<file path="src/rtl/mstep_pkg.sv">
package mstep_pkg;

    // Flag byte bit positions
    localparam int FB_S = 7;
    localparam int FB_Z = 6;
    localparam int FB_H = 4;
    localparam int FB_X = 3;
    localparam int FB_V = 2;
    localparam int FB_N = 1;
    localparam int FLAG_W = 8;

    typedef enum logic [1:0] {
        SPACE_NORM = 2'd0,
        SPACE_X    = 2'd1,
        SPACE_Y    = 2'd2
    } space_e;

    typedef enum logic [2:0] {
        ST_IDLE,
        ST_RD_LO,
        ST_RD_HI,
        ST_CAPTURE,
        ST_WR_LO,
        ST_WR_HI,
        ST_FINISH
    } state_e;

    // Operation code fields
    typedef struct packed {
        logic valid;
        logic is_word;
        logic is_cond;
        logic is_dec;
    } opdec_t;

    function automatic opdec_t decode_op(input logic [2:0] code);
        opdec_t d;
        d.valid   = (code <= 3'd5);
        d.is_word = (code == 3'd4) || (code == 3'd5);
        d.is_cond = (code == 3'd2) || (code == 3'd3);
        d.is_dec  = code[0];
        return d;
    endfunction

endpackage

</file>
<file path="src/rtl/mstep_space_dec.sv">
module mstep_space_dec
    import mstep_pkg::*;
(
    input  logic       idx_mode,
    input  logic [2:0] code,
    output logic [1:0] space
);
    space_e sp;

    always_comb begin
        sp = SPACE_NORM;
        if (idx_mode) begin
            unique case (code[1:0])
                2'd0:    sp = SPACE_X;
                2'd1:    sp = SPACE_Y;
                default: sp = SPACE_NORM;
            endcase
        end else begin
            unique case (code)
                3'd4:    sp = SPACE_X;
                3'd5:    sp = SPACE_Y;
                default: sp = SPACE_NORM;
            endcase
        end
    end

    assign space = sp;
endmodule

</file>
<file path="src/rtl/mstep_alu.sv">
module mstep_alu
    import mstep_pkg::*;
#(
    parameter int DATA_W = 8
) (
    input  logic                  is_dec,
    input  logic                  is_word,
    input  logic [2*DATA_W-1:0]   opnd,
    input  logic [FLAG_W-1:0]     flags_in,
    output logic [2*DATA_W-1:0]   result,
    output logic [FLAG_W-1:0]     flags_out
);
    localparam int WW = 2 * DATA_W;
    localparam logic [DATA_W-1:0] B_POS_MAX = {1'b0, {(DATA_W-1){1'b1}}};
    localparam logic [DATA_W-1:0] B_NEG_MIN = ~B_POS_MAX;
    localparam logic [DATA_W-1:0] B_ONES    = '1;
    localparam logic [WW-1:0]     W_ONES    = '1;

    logic [DATA_W-1:0] b_in;
    logic [DATA_W-1:0] b_res;
    logic [WW-1:0]     w_res;

    always_comb begin
        b_in  = opnd[DATA_W-1:0];
        b_res = is_dec ? (b_in - 1'b1) : (b_in + 1'b1);
        w_res = is_dec ? (opnd - 1'b1) : (opnd + 1'b1);

        flags_out = flags_in;
        if (is_word) begin
            result           = w_res;
            flags_out[FB_S]  = w_res[WW-1];
            flags_out[FB_Z]  = (w_res == '0);
            flags_out[FB_X]  = is_dec ? (opnd == '0) : (opnd == W_ONES);
            flags_out[FB_V]  = flags_out[FB_X];
            flags_out[FB_N]  = 1'b0;
        end else begin
            result           = {{DATA_W{1'b0}}, b_res};
            flags_out[FB_S]  = b_res[DATA_W-1];
            flags_out[FB_Z]  = (b_res == '0);
            flags_out[FB_H]  = is_dec ? (b_in[3:0] == 4'h0) : (b_res[3:0] == 4'h0);
            flags_out[FB_X]  = is_dec ? (b_in == '0) : (b_in == B_ONES);
            flags_out[FB_V]  = is_dec ? (b_in == B_NEG_MIN) : (b_in == B_POS_MAX);
            flags_out[FB_N]  = is_dec;
        end
    end
endmodule

</file>
<file path="src/rtl/mstep_seq.sv">
module mstep_seq
    import mstep_pkg::*;
#(
    parameter int ADDR_W = 16,
    parameter int DATA_W = 8
) (
    input  logic              clk,
    input  logic              rst_n,
    input  logic              start,
    input  logic [2:0]        op,
    input  logic              sel_idx,
    input  logic [2:0]        sel_code,
    input  logic [ADDR_W-1:0] addr,
    input  logic [7:0]        flags_in,
    output logic [7:0]        flags_out,
    output logic              done,
    output logic [ADDR_W-1:0] mem_addr,
    output logic [1:0]        mem_space,
    output logic              mem_rd,
    output logic              mem_wr,
    output logic [DATA_W-1:0] mem_wdata,
    input  logic [DATA_W-1:0] mem_rdata
);
    localparam int WW = 2 * DATA_W;

    state_e            state_q, state_d;
    opdec_t            req_dec;
    logic [1:0]        space_sel;
    logic [1:0]        space_q;
    logic [ADDR_W-1:0] addr_q;
    logic [ADDR_W-1:0] addr_hi;
    logic              word_q, dec_q;
    logic [DATA_W-1:0] lo_q;
    logic [WW-1:0]     result_q;
    logic [FLAG_W-1:0] flags_q;
    logic [WW-1:0]     alu_opnd;
    logic [WW-1:0]     alu_res;
    logic [FLAG_W-1:0] alu_flags;
    logic              accept, skip;

    assign req_dec = decode_op(op);
    assign accept  = (state_q == ST_IDLE) && start;
    assign skip    = !req_dec.valid || (req_dec.is_cond && !flags_in[FB_X]);
    assign addr_hi = addr_q + 1'b1;

    mstep_space_dec u_space (
        .idx_mode (sel_idx),
        .code     (sel_code),
        .space    (space_sel)
    );

    assign alu_opnd = word_q ? {mem_rdata, lo_q} : {{DATA_W{1'b0}}, mem_rdata};

    mstep_alu #(.DATA_W(DATA_W)) u_alu (
        .is_dec    (dec_q),
        .is_word   (word_q),
        .opnd      (alu_opnd),
        .flags_in  (flags_q),
        .result    (alu_res),
        .flags_out (alu_flags)
    );

    // State register
    always_ff @(posedge clk or negedge rst_n) begin
        if (!rst_n) state_q <= ST_IDLE;
        else        state_q <= state_d;
    end

    // Next-state logic
    always_comb begin
        state_d = state_q;
        unique case (state_q)
            ST_IDLE:    if (start) state_d = skip ? ST_FINISH : ST_RD_LO;
            ST_RD_LO:   state_d = word_q ? ST_RD_HI : ST_CAPTURE;
            ST_RD_HI:   state_d = ST_CAPTURE;
            ST_CAPTURE: state_d = ST_WR_LO;
            ST_WR_LO:   state_d = word_q ? ST_WR_HI : ST_FINISH;
            ST_WR_HI:   state_d = ST_FINISH;
            ST_FINISH:  state_d = ST_IDLE;
            default:    state_d = ST_IDLE;
        endcase
    end

    // Request and datapath registers
    always_ff @(posedge clk or negedge rst_n) begin
        if (!rst_n) begin
            addr_q   <= '0;
            space_q  <= SPACE_NORM;
            word_q   <= 1'b0;
            dec_q    <= 1'b0;
            lo_q     <= '0;
            result_q <= '0;
            flags_q  <= '0;
        end else begin
            if (accept) begin
                addr_q  <= addr;
                space_q <= space_sel;
                word_q  <= req_dec.is_word;
                dec_q   <= req_dec.is_dec;
                flags_q <= flags_in;
            end
            if (state_q == ST_RD_HI) lo_q <= mem_rdata;
            if (state_q == ST_CAPTURE) begin
                result_q <= alu_res;
                flags_q  <= alu_flags;
            end
        end
    end

    // Outputs
    always_comb begin
        mem_rd    = 1'b0;
        mem_wr    = 1'b0;
        mem_addr  = addr_q;
        mem_wdata = result_q[DATA_W-1:0];
        done      = 1'b0;
        unique case (state_q)
            ST_RD_LO:  mem_rd = 1'b1;
            ST_RD_HI:  begin mem_rd = 1'b1; mem_addr = addr_hi; end
            ST_WR_LO:  mem_wr = 1'b1;
            ST_WR_HI:  begin
                mem_wr    = 1'b1;
                mem_addr  = addr_hi;
                mem_wdata = result_q[WW-1:DATA_W];
            end
            ST_FINISH: done = 1'b1;
            default:   ;
        endcase
    end

    assign mem_space = space_q;
    assign flags_out = flags_q;
endmodule

</file>
<file path="config.mk">
export PLATFORM = sky130hd
export DESIGN_NAME = mstep_seq
export DESIGN_NICKNAME = d
export VERILOG_FILES = /design/src/rtl/mstep_pkg.sv /design/src/rtl/mstep_space_dec.sv /design/src/rtl/mstep_alu.sv /design/src/rtl/mstep_seq.sv
export SDC_FILE = /design/constraint.sdc
export NUM_CORES = 1
export LEC_CHECK = 0
export BUFFER_PORTS_ARGS = -buffer_cell sky130_fd_sc_hd__buf_2
export CAP_MARGIN = 15
export CORE_MARGIN = 4
export CORE_UTILIZATION = 51
export DETAILED_ROUTE_END_ITERATION = 10
export PLACE_DENSITY_LB_ADDON = 0.25
export SYNTH_ARGS = -nofsm -noshare
export SYNTH_HDL_FRONTEND = slang
export SYNTH_HIERARCHICAL = 1
export SYNTH_SLANG_ARGS = --single-unit
</file>
<file path="constraint.sdc">
create_clock -name clk -period 3.1 [get_ports clk]
set_input_delay 0 -clock clk [delete_from_list [all_inputs] [get_ports clk]]
set_output_delay 0 -clock clk [all_outputs]
set_load 0.05 [all_outputs]
</file>
After elaboration in Yosys (flattened, before gate mapping)
Index checks and enable logic that the tools add are counted.
Widths: inputs -> output; s select.
{ "classes": {"n_lt_le_gt_ge": 1, "bitwise_logic": 1, "add_sub_neg": 5, "muxes": 26, "n_reduce_logical": 21, "eq_ne": 19} }
{ "ops": {"columns": ["operator", "count"], "rows": [
  ["$mux 16", 4],
  ["$add 16x1->16 const B", 2],
  ["$logic_not 16->1", 2],
  ["$mux 8", 4],
  ["$eq 3x3->1 const B", 7],
  ["$pmux 3 s6", 1],
  ["$eq 16x16->1 const B", 1],
  ["$eq 8x8->1 const B", 2],
  ["$logic_not 8->1", 2],
  ["$sub 16x1->16 const B", 1],
  ["$eq 3x2->1 const B", 4],
  ["$mux 1", 9],
  ["$mux 3", 3],
  ["$add 8x1->8 const B", 1],
  ["$eq 8x7->1 const B", 1],
  ["$logic_not 4->1", 2],
  ["$pmux 2 s2", 2],
  ["$sub 8x1->8 const B", 1],
  ["$mux 2", 3],
  ["$reduce_or 2->1", 3],
  ["$ne 2x2->1 const B", 2],
  ["$reduce_and 2->1", 2],
  ["$eq 3x1->1 const B", 1],
  ["$le 3x3->1 const B", 1],
  ["8 further kinds", 12]
]} }
{ "word_totals": {"inputBits": 42, "regBits": 55, "out_inout_bits": 37} }

Logic depth before layout (Yosys ltp)
Gate-level depths: netlist of run 1.
{ "depth": {"word_depth": 7, "ltp_mapped": 14, "mapped_depth_nobuf": 11} }

Modules after synthesis
Netlist of run 1, hierarchy kept.
{ "by_module_without_submodules": {"columns": ["mod", "area_per_inst_um2", "cells_each", "seq_area_each_um2", "instances"], "rows": [
  ["mstep_seq", 2851.5, 244, 1376.3, 1],
  ["mstep_alu", 1139.8, 162, 0.0, 1],
  ["mstep_space_dec", 28.8, 3, 0.0, 1]
]} }

Least setup slack after synthesis of run 1
Ideal clock, no wire load.
{ "synth_timing": {"path_type": "register to register", "from": "reg word_q", "to": "reg flags_q[6] (netlist: flags_out[6])", "arrival_ps": 3236, "path_stages_with_launch": 15, "required_time_ps": 3023, "path_slack_ps": -213, "cell_sequence": "dfrtp_1 clkbuf_1 clkbuf_1 mux2_2 ha_1 buf_2 a211oi_1 nor2_1 a211o_1 xnor2_1 a2111oi_4 o2111ai_1 o31ai_2 nor2_1 a21oi_1"} }
{ "synth_via": {"elab_chain_cells": 6} }
{ "synth_lines": {"columns": ["element", "line_no", "rtl"], "rows": [
  ["start, declared", "mstep_seq.sv:32", "logic word_q, dec_q;"],
  ["start signal, assigned", "mstep_seq.sv:98", "word_q <= req_dec.is_word;"],
  ["$mux 16 (*)", "mstep_seq.sv:52", "assign alu_opnd = word_q ? {mem_rdata, lo_q} : {{DATA_W{1'b0}}, mem_rdata};"],
  ["net alu_opnd[6]", "mstep_seq.sv:36", "logic [WW-1:0] alu_opnd;"],
  ["$add 16x1->16, or another cell as far along", "mstep_alu.sv:26", "w_res = is_dec ? (opnd - 1'b1) : (opnd + 1'b1);"],
  ["$mux 16 or $mux 8 (tied branches)", "mstep_alu.sv:26, mstep_alu.sv:25", null],
  ["$logic_not 16->1 or $logic_not 8->1 (tied branches)", "mstep_alu.sv:32, mstep_alu.sv:39", null],
  ["$mux 2 (*)", "mstep_alu.sv:29", "if (is_word) begin"],
  ["net alu_flags[6]", "mstep_seq.sv:38", "logic [FLAG_W-1:0] alu_flags;"],
  ["$mux 8 (*)", "mstep_seq.sv:103", "if (state_q == ST_CAPTURE) begin"],
  ["end signal, assigned", "mstep_seq.sv:100", "flags_q <= flags_in;"],
  ["end signal, assigned", "mstep_seq.sv:105", "flags_q <= alu_flags;"],
  ["end, declared", "mstep_seq.sv:35", "logic [FLAG_W-1:0] flags_q;"]
]} }
Mark *: on every way through the listed nets, which the timed path passes. The rest lies on a longest branch.
A chain may end at the register's enable or synchronous reset.

Worst setup path in the final report of run 1
Same ends and word-level chain as after synthesis.

==> results of run 1 <==
state kept, by name (all words and copies together), names as in the netlist:
| register | flops |
|---|---|
| addr_q | 16 |
| dec_q | 1 |
| flags_out | 8 |
| lo_q | 8 |
| mem_space | 2 |
| result_q | 16 |
| state_q | 3 |
| word_q | 1 |
cell usage after synthesis, drive strengths merged, types with 2 or more instances:
library cell | instances | area share
nor4b | 2 | 0.0059
xnor2 | 12 | 0.026
dfrtp | 55 | 0.34
a211oi | 2 | 0.0037
nor2 | 25 | 0.024
nand2 | 20 | 0.019
o21ai | 14 | 0.017
o311ai | 2 | 0.0044
mux2i | 9 | 0.022
a311oi | 2 | 0.0044
o22ai | 4 | 0.0062
nand3 | 16 | 0.020
clkbuf | 11 | 0.011
a21oi | 27 | 0.035
inv | 13 | 0.012
and3 | 5 | 0.0078
a2111oi | 2 | 0.014
nand4 | 6 | 0.0093
buf | 12 | 0.021
or2 | 2 | 0.0031
o21a | 2 | 0.0040
and2 | 14 | 0.022
nor3 | 14 | 0.019
nor3b | 5 | 0.011
xor2 | 12 | 0.026
nor2b | 8 | 0.012
o2111ai | 3 | 0.0081
a21o | 4 | 0.0075
ha | 16 | 0.050
mux2 | 58 | 0.16
nand3b | 4 | 0.0075
nand2b | 3 | 0.0047
nor4 | 9 | 0.019
cell usage in the layout, fill, tap and decap left out, drive strengths merged, types with 5 or more instances in the layout:
cell type    count
ha              16
dlygate4sd3     26
mux2            58
nor3b            5
nand2           20
xor2            12
mux2i            9
xnor2           12
and2            14
nor2            25
nor2b            8
o21ai           14
nor4             9
dfrtp           55
and3             5
a21oi           27
clkbuf           8
nor3            14
inv             13
nand3           16
nand4            6
buf            103
repair_timing:
action / in CTS / in global routing
gates resized for setup: 1 / 18
setup buffers: 0 / 2
hold endpoints to repair: 53 / 0
endpoints found under the setup margin: 1 / 4
pin swaps: 0 / 4
hold buffers: 26 / 0
worst max path at each step:
stage,start,to
detailed placement,word_q,flags_out[6]
global route,word_q,flags_out[6]
global placement,word_q,flags_out[6]
finish,word_q,flags_out[6]
floorplan,word_q,flags_out[6]
CTS,word_q,flags_out[6]
per-stage QoR:
step,hold WS (ps),area [µm²]
floorplan,-295.6,4030
global placement,62.68,4606
detailed placement,68.40,4606
CTS,2.450,4962
global route,11.13,5076
finish,8.463,5076
metal layers:
metal	wire (µm)	vias up	track usage
met5	0	-	0
met1	4648	1661	0.2901
met4	221	0	0.07559
met2	4860	78	0.3599
met3	375	20	0.03389
li1	-	1720	-
critical path, delay by kind of cell, from the launching register on:
kind                     cells  cell delay, ps
buffers and inverters        1             130
adder cells (fa/ha/maj)      1             370
XOR/XNOR                     1             110
multiplexers                 1             400
flip-flops                   1             380
AND/OR/NAND/NOR              2             340
AO/OA/AOI/OAI                6            1200
cells by family after synthesis:
logic type / Yosys count
simple gates: 139
compound gates: 71
fa+ha+maj: 17
mux: 67
buf+inv: 36
flops: 55
xor+xnor: 24
layout make-up:
type                       count  area, µm²
tap                          102      127.6
multi-input combinational    318       2582
clock inverter                 1      8.758
clock buffer                   7      86.33
timing repair buffer         130      843.3
fill                         623       2611
sequential                    55       1379
inverter                      13      48.80
==> key figures, run 1 <==
Synth
  • Post-synthesis adder-cell area fraction: 0.05478
  • Synth Area in XOR/XNOR: 0.05229
  • Post-Syn Area: 0.004020 mm²
  • Async SR Flop Fraction: 1.000
  • Seq/Total Area, Yosys: 0.3424
  • Yosys cell types: 64
  • Cell count after synthesis: 409
  • Post-synthesis register bit count: 55
  • Simple-gate share of the synthesized area: 0.1976
  • Post-synthesis compound-gate area fraction: 0.1245
  • Syn_nets: 468
  • EDFF count, synth: 0
  • Top FF cell, synth: dfrtp_1
  • Syn. warnings: 6
  • Syn Area/Cell: 9.829 µm²
  • Mux cell area share after synthesis: 0.1849
  • Largest family of logic cells by synthesized area: simple AND/OR/NAND/NOR gates

Clocking
  • H-Tree Depth: 2
  • CTS tree: done
  • Clock buffer depth: 2
  • CTS Buf Count: 5
  • Clock sink total: 55
  • Clock Tree Root: clkbuf_8
  • Clock slew at the register clock pins of the worst setup and hold paths: 100 ps
  • Clock Latency Late Sink: 310 ps

STA
  • Post-Route Skew: 9.889 ps
  • Tcrit/Tclk final: 0.9663
  • Setup ws final: 104.6 ps
  • Final Hold Viols: 0
  • Post-layout min period: 2995 ps
  • Slew Limit Fails: 0
  • Worst-margin pin slew: 660.0 ps
  • Max Clock Freq: 333.8 MHz
  • Final Setup Violations: 0
  • Rel. slew slack: 0.5600
  • Setup_tns: 0 ps

Worst setup path
  • Crit Path Class: flip-flop to flip-flop
  • Worst reg2reg path depth: 12
  • CP max-delay cell: mux2_2
  • R2R Path End: flags_out[6]
  • Origin of the critical flop-to-flop path: word_q
  • Crit path cell chain: buf_4 -> mux2_2 -> fa_2 -> a21oi_2 -> o211a_1 -> xnor2_1 -> or2_1 -> a2111oi_4 -> o2111ai_2 -> o31ai_2 -> nor2_1 -> a21oi_1
  • Worst R2R Setup Slack: 100 ps
  • Critical path capture point type: flip-flop
  • Data arrival time of the worst path: 3240 ps
  • WP data required: 3340 ps
  • Crit path largest cell delay: 400 ps
  • Worst Path Max Fanout: 4
  • Startpoint Class: flip-flop

Die
  • Core area: 0.007687 mm²
  • DIE HEIGHT: 96.79 µm
  • Die X: 96.79 µm
  • Die Area: 0.009367 mm²
  • Initial core utilization: 0.5229
  • Row count: 32
  • Io pins: 79

Routing
  • Iter 0 DRT Violations: 164
  • Vias per inst: 5.558
  • Vias after detailed routing: 3479
  • Antenna viol nets, final: 0
  • DRC: 0
  • Drt wl/cell: 16.14 µm
  • First-pass detailed-route iteration total: 4
  • Final wirelength: 10110 µm

GRT
  • Largest net degree at the start of global routing: 33
  • Tot GR Track Use: 0.2176
  • Initial antenna violation count: 0
  • Vias in the first global route: 3547
  • GRT overflow: 0
  • Global-route wire length before repair: 16970 µm

Cells and area
  • Post-Layout Cell Count: 626
  • Final design utilization: 0.6603
  • Layout cells sized above 1: 0.3817
  • Syn-to-layout area delta: 26.27%
  • Final nets: 582
  • Antenna cells: 0

Placement
  • Placer Congestion: 0.9232
  • Cells after DPL: 590
  • Port Buffer Count: 78
  • DP Wirelength: 7471 µm
  • Worst slack at placement: -30.77 ps

Run
  • Maxcap violations: 0

Worst hold path
  • Hold crit path type: input pin to flip-flop
  • Worst Hold Path EP: flags_out[1]
  • Min-delay src: flags_in[1]
  • Hold Crit Depth: 3

Run status
  • Status: complete, no violations
Power of run 1 is left out: the tool's default activity adds up to more than one toggle a clock period on the data nets, which glitch-free logic cannot reach.
==> run 2: changes to the inputs <==
--- a/config.mk
+++ b/config.mk
@@ -7,8 +7,9 @@
 export LEC_CHECK = 0
 export BUFFER_PORTS_ARGS = -buffer_cell sky130_fd_sc_hd__buf_2
 export CAP_MARGIN = 15
-export CORE_MARGIN = 4
-export CORE_UTILIZATION = 51
+export CELL_PAD_IN_SITES_DETAIL_PLACEMENT = 2
+export CELL_PAD_IN_SITES_GLOBAL_PLACEMENT = 2
+export CORE_UTILIZATION = 31
 export DETAILED_ROUTE_END_ITERATION = 10
 export PLACE_DENSITY_LB_ADDON = 0.25
 export SYNTH_ARGS = -nofsm -noshare
==> run 2 against run 1 <==
Effect of this change: the run now ends with negative setup slack left; worst hold slack improved by 9.0 ps; final area rose by 8.5%; clock skew decreased by 2.6 ps; wire length up 37%; cell count up 13%; flip-flop and latch count unchanged; via count is 4.3% higher; setup slack worse by 230 ps; critical path depth is 1 higher; first-iteration DRC count decreased by 25%; sequential share of layout area down 2.1 points; global-route usage fell by 1.3 points.
==> key figures, run 2 (same netlist as run 1, synthesis figures left out) <==
Placement
  • Placer Congestion: 0.7922 (-14%)
  • Placed Area: 0.004713 mm² (+2.3%)
  • DP Wirelength: 9772 µm (+31%)
  • Port Buffer Count: 78 (unchanged)

Clocking
  • Clock slew at the register clock pins of the worst setup and hold paths: 80 ps (-20 ps)
  • Clock Latency Late Sink: 310 ps (about the same)
  • CTS tree: done
  • Clock buffer depth: 2 (unchanged)
  • Clock sink total: 55 (unchanged)
  • CTS Buf Count: 5 (unchanged)
  • H-Tree Depth: 2 (unchanged)
  • Clock Tree Root: clkbuf_16

Worst setup path
  • Critical path capture point type: flip-flop
  • WP data required: 3330 ps (about the same)
  • Worst Path Max Fanout: 10 (+6)
  • R2R Path End: flags_out[6]
  • Crit Path Class: flip-flop to flip-flop
  • Data arrival time of the worst path: 3450 ps (+210 ps)
  • Crit path from: word_q
  • Origin of the critical flop-to-flop path: word_q
  • Worst reg2reg path depth: 13 (+1)
  • Startpoint Class: flip-flop
  • Worst setup path end: flags_out[6]
  • Worst R2R Setup Slack: -130 ps (-230 ps)

Die
  • Core area: 0.01262 mm² (+64%)
  • Die X: 115.9 µm (+20%)
  • Row count: 41 (+28%)
  • Initial core utilization: 0.3186 (-0.2044)
  • Io pins: 79 (unchanged)
  • DIE HEIGHT: 115.9 µm (+20%)
  • Die Area: 0.01343 mm² (+43%)

Cells and area
  • Design area: 0.005505 mm² (+8.5%)
  • Layout cells sized above 1: 0.4235 (+0.04183)
  • Commonest non-fill, non-tap cell in the layout: buf_2
  • Final nets: 594 (+2.1%)
  • Commonest non-fill, non-tap cells in the layout: buf_2 (78), dfrtp_1 (54), mux2_2 (52)
  • Largest registers: addr_q (16), result_q (16)
  • Antenna cells: 0 (unchanged)
  • Syn-to-layout area delta: 36.94%
  • Fillers: 1361 (+120%)

Routing
  • Vias after detailed routing: 3629 (+4.3%)
  • DRC: 0 (unchanged)
  • Iter 0 DRT Violations: 123 (-25%)
  • Drt wl/cell: 19.56 µm (+21%)
  • Antenna viol nets, final: 0 (unchanged)
  • Final wirelength: 13850 µm (+37%)
  • First-pass detailed-route iteration total: 4 (unchanged)
  • Vias per inst: 5.126 (-7.8%)

Run status
  • Failing checks: negative setup slack
  • Status: finished, violations left

STA
  • Post-layout min period: 3228 ps (+232.2 ps)
  • Post-Route Skew: 7.276 ps (-2.613 ps)
  • Setup ws final: -127.6 ps (-232.2 ps)
  • Rel. slew slack: 0.3298 (-0.2302)
  • Slew Limit Fails: 0 (unchanged)
  • Worst-margin pin slew: 1002 ps (+342.3 ps)
  • Final Hold Viols: 0 (unchanged)
  • Max Clock Freq: 309.8 MHz (-7.2%)
  • Final Setup Violations: 1 (+1)
  • Tcrit/Tclk final: 1.041 (+0.07491)
  • RSZ-0062 raised after global routing: true

GRT
  • Initial antenna violation count: 0 (unchanged)
  • GRT overflow: 0 (unchanged)
  • Global-route wire length before repair: 20890 µm (+23%)
  • Largest net degree at the start of global routing: 32 (-3.0%)
  • Tot GR Track Use: 0.2048 (-0.01280)
  • Vias in the first global route: 3894 (+9.8%)

Worst hold path
  • Hold crit path type: input pin to flip-flop

Run
  • Maxcap violations: 0 (unchanged)
==> run 2: changes by cell type in the layout (fill, tap and decap cells not counted), sizes merged <==
| cell | before | now |
|---|---|---|
| clkinv | 1 | 2 |
| clkinvlp | 0 | 1 |
| buf | 103 | 114 |
| clkbuf | 8 | 5 |
| dlygate4sd3 | 26 | 28 |
==> run 2: worst min-delay path by stage <==
| stage | slack, ps | cells past startpoint | to | start |
|---|---|---|---|---|
| after CTS | 2 | 3 | flags_out[1] | flags_in[1] |
| after floorplan | -300 | 0 | addr_q[0] | rst_n |
| after global placement | 70 | 1 | flags_out[7] | rst_n |
| after detailed placement | 80 | 1 | flags_out[5] | rst_n |
| after global routing | 30 | 3 | flags_out[1] | flags_in[1] |
| final | 20 | 3 | flags_out[7] | flags_in[7] |
==> run 2: repair_timing <==
| action | 4_1_cts | 5_1_grt |
|---|---|---|
| endpoints found under the setup margin | 5 | 4 |
| gates resized for setup | 20 | 32 |
| pin swaps | 2 | 23 |
| cloned | 0 | 0 |
| endpoints found under the hold margin | 54 | 0 |
| hold buffers | 28 | 0 |
| setup buffers | 3 | 9 |
==> run 2: cell type report <==
cell class              count  area [µm²]  area share
clock inverters             3       25.02    0.004545
well taps                 172       215.2     0.03909
flip-flops and latches     55        1378      0.2502
multi-input cells         318        2729      0.4957
repair buffers            142       984.7      0.1789
clock buffers               5       125.1     0.02273
inverters                  13       48.80    0.008864
==> run 2: critical path: stages, from the launching register on <==
cell	delay [ps]
dfrtp_2	440
buf_6	140
buf_6	130
mux2_4	320
ha_4	280
a211oi_4	290
o21ai_1	140
nand2_2	160
nand3_1	180
a2111oi_4	390
o2111ai_2	180
o31ai_2	260
nor2_1	70
a21oi_1	150
==> run 2: through the flow <==
step / worst slack [ps] / setup TNS (ps) / hold WS, ps / cells / utilization
floorplan: 41.47 / 0 / -295.6 / 409 / -
global placement: -81.45 / -92.83 / 69.21 / 661 / 0.3735
detailed placement: -195.4 / -700.6 / 76.29 / 661 / 0.3735
CTS: 16.63 / 0 / 1.909 / 700 / 0.4198
global route: -240.8 / -288.4 / 26.57 / 708 / 0.4362
finish: -127.6 / -127.6 / 17.44 / 708 / 0.4362
==> run 2: routing by layer <==
metal	up-vias	global-route usage	part of all wire	wire length, µm
met5	-	0	0	0
met4	0	0.04103	0.013	175
met3	12	0.03609	0.028	392
met2	64	0.3690	0.51	7117
met1	1817	0.2553	0.45	6164
li1	1736	-	-	-
Power of run 2 is left out for the same reason.
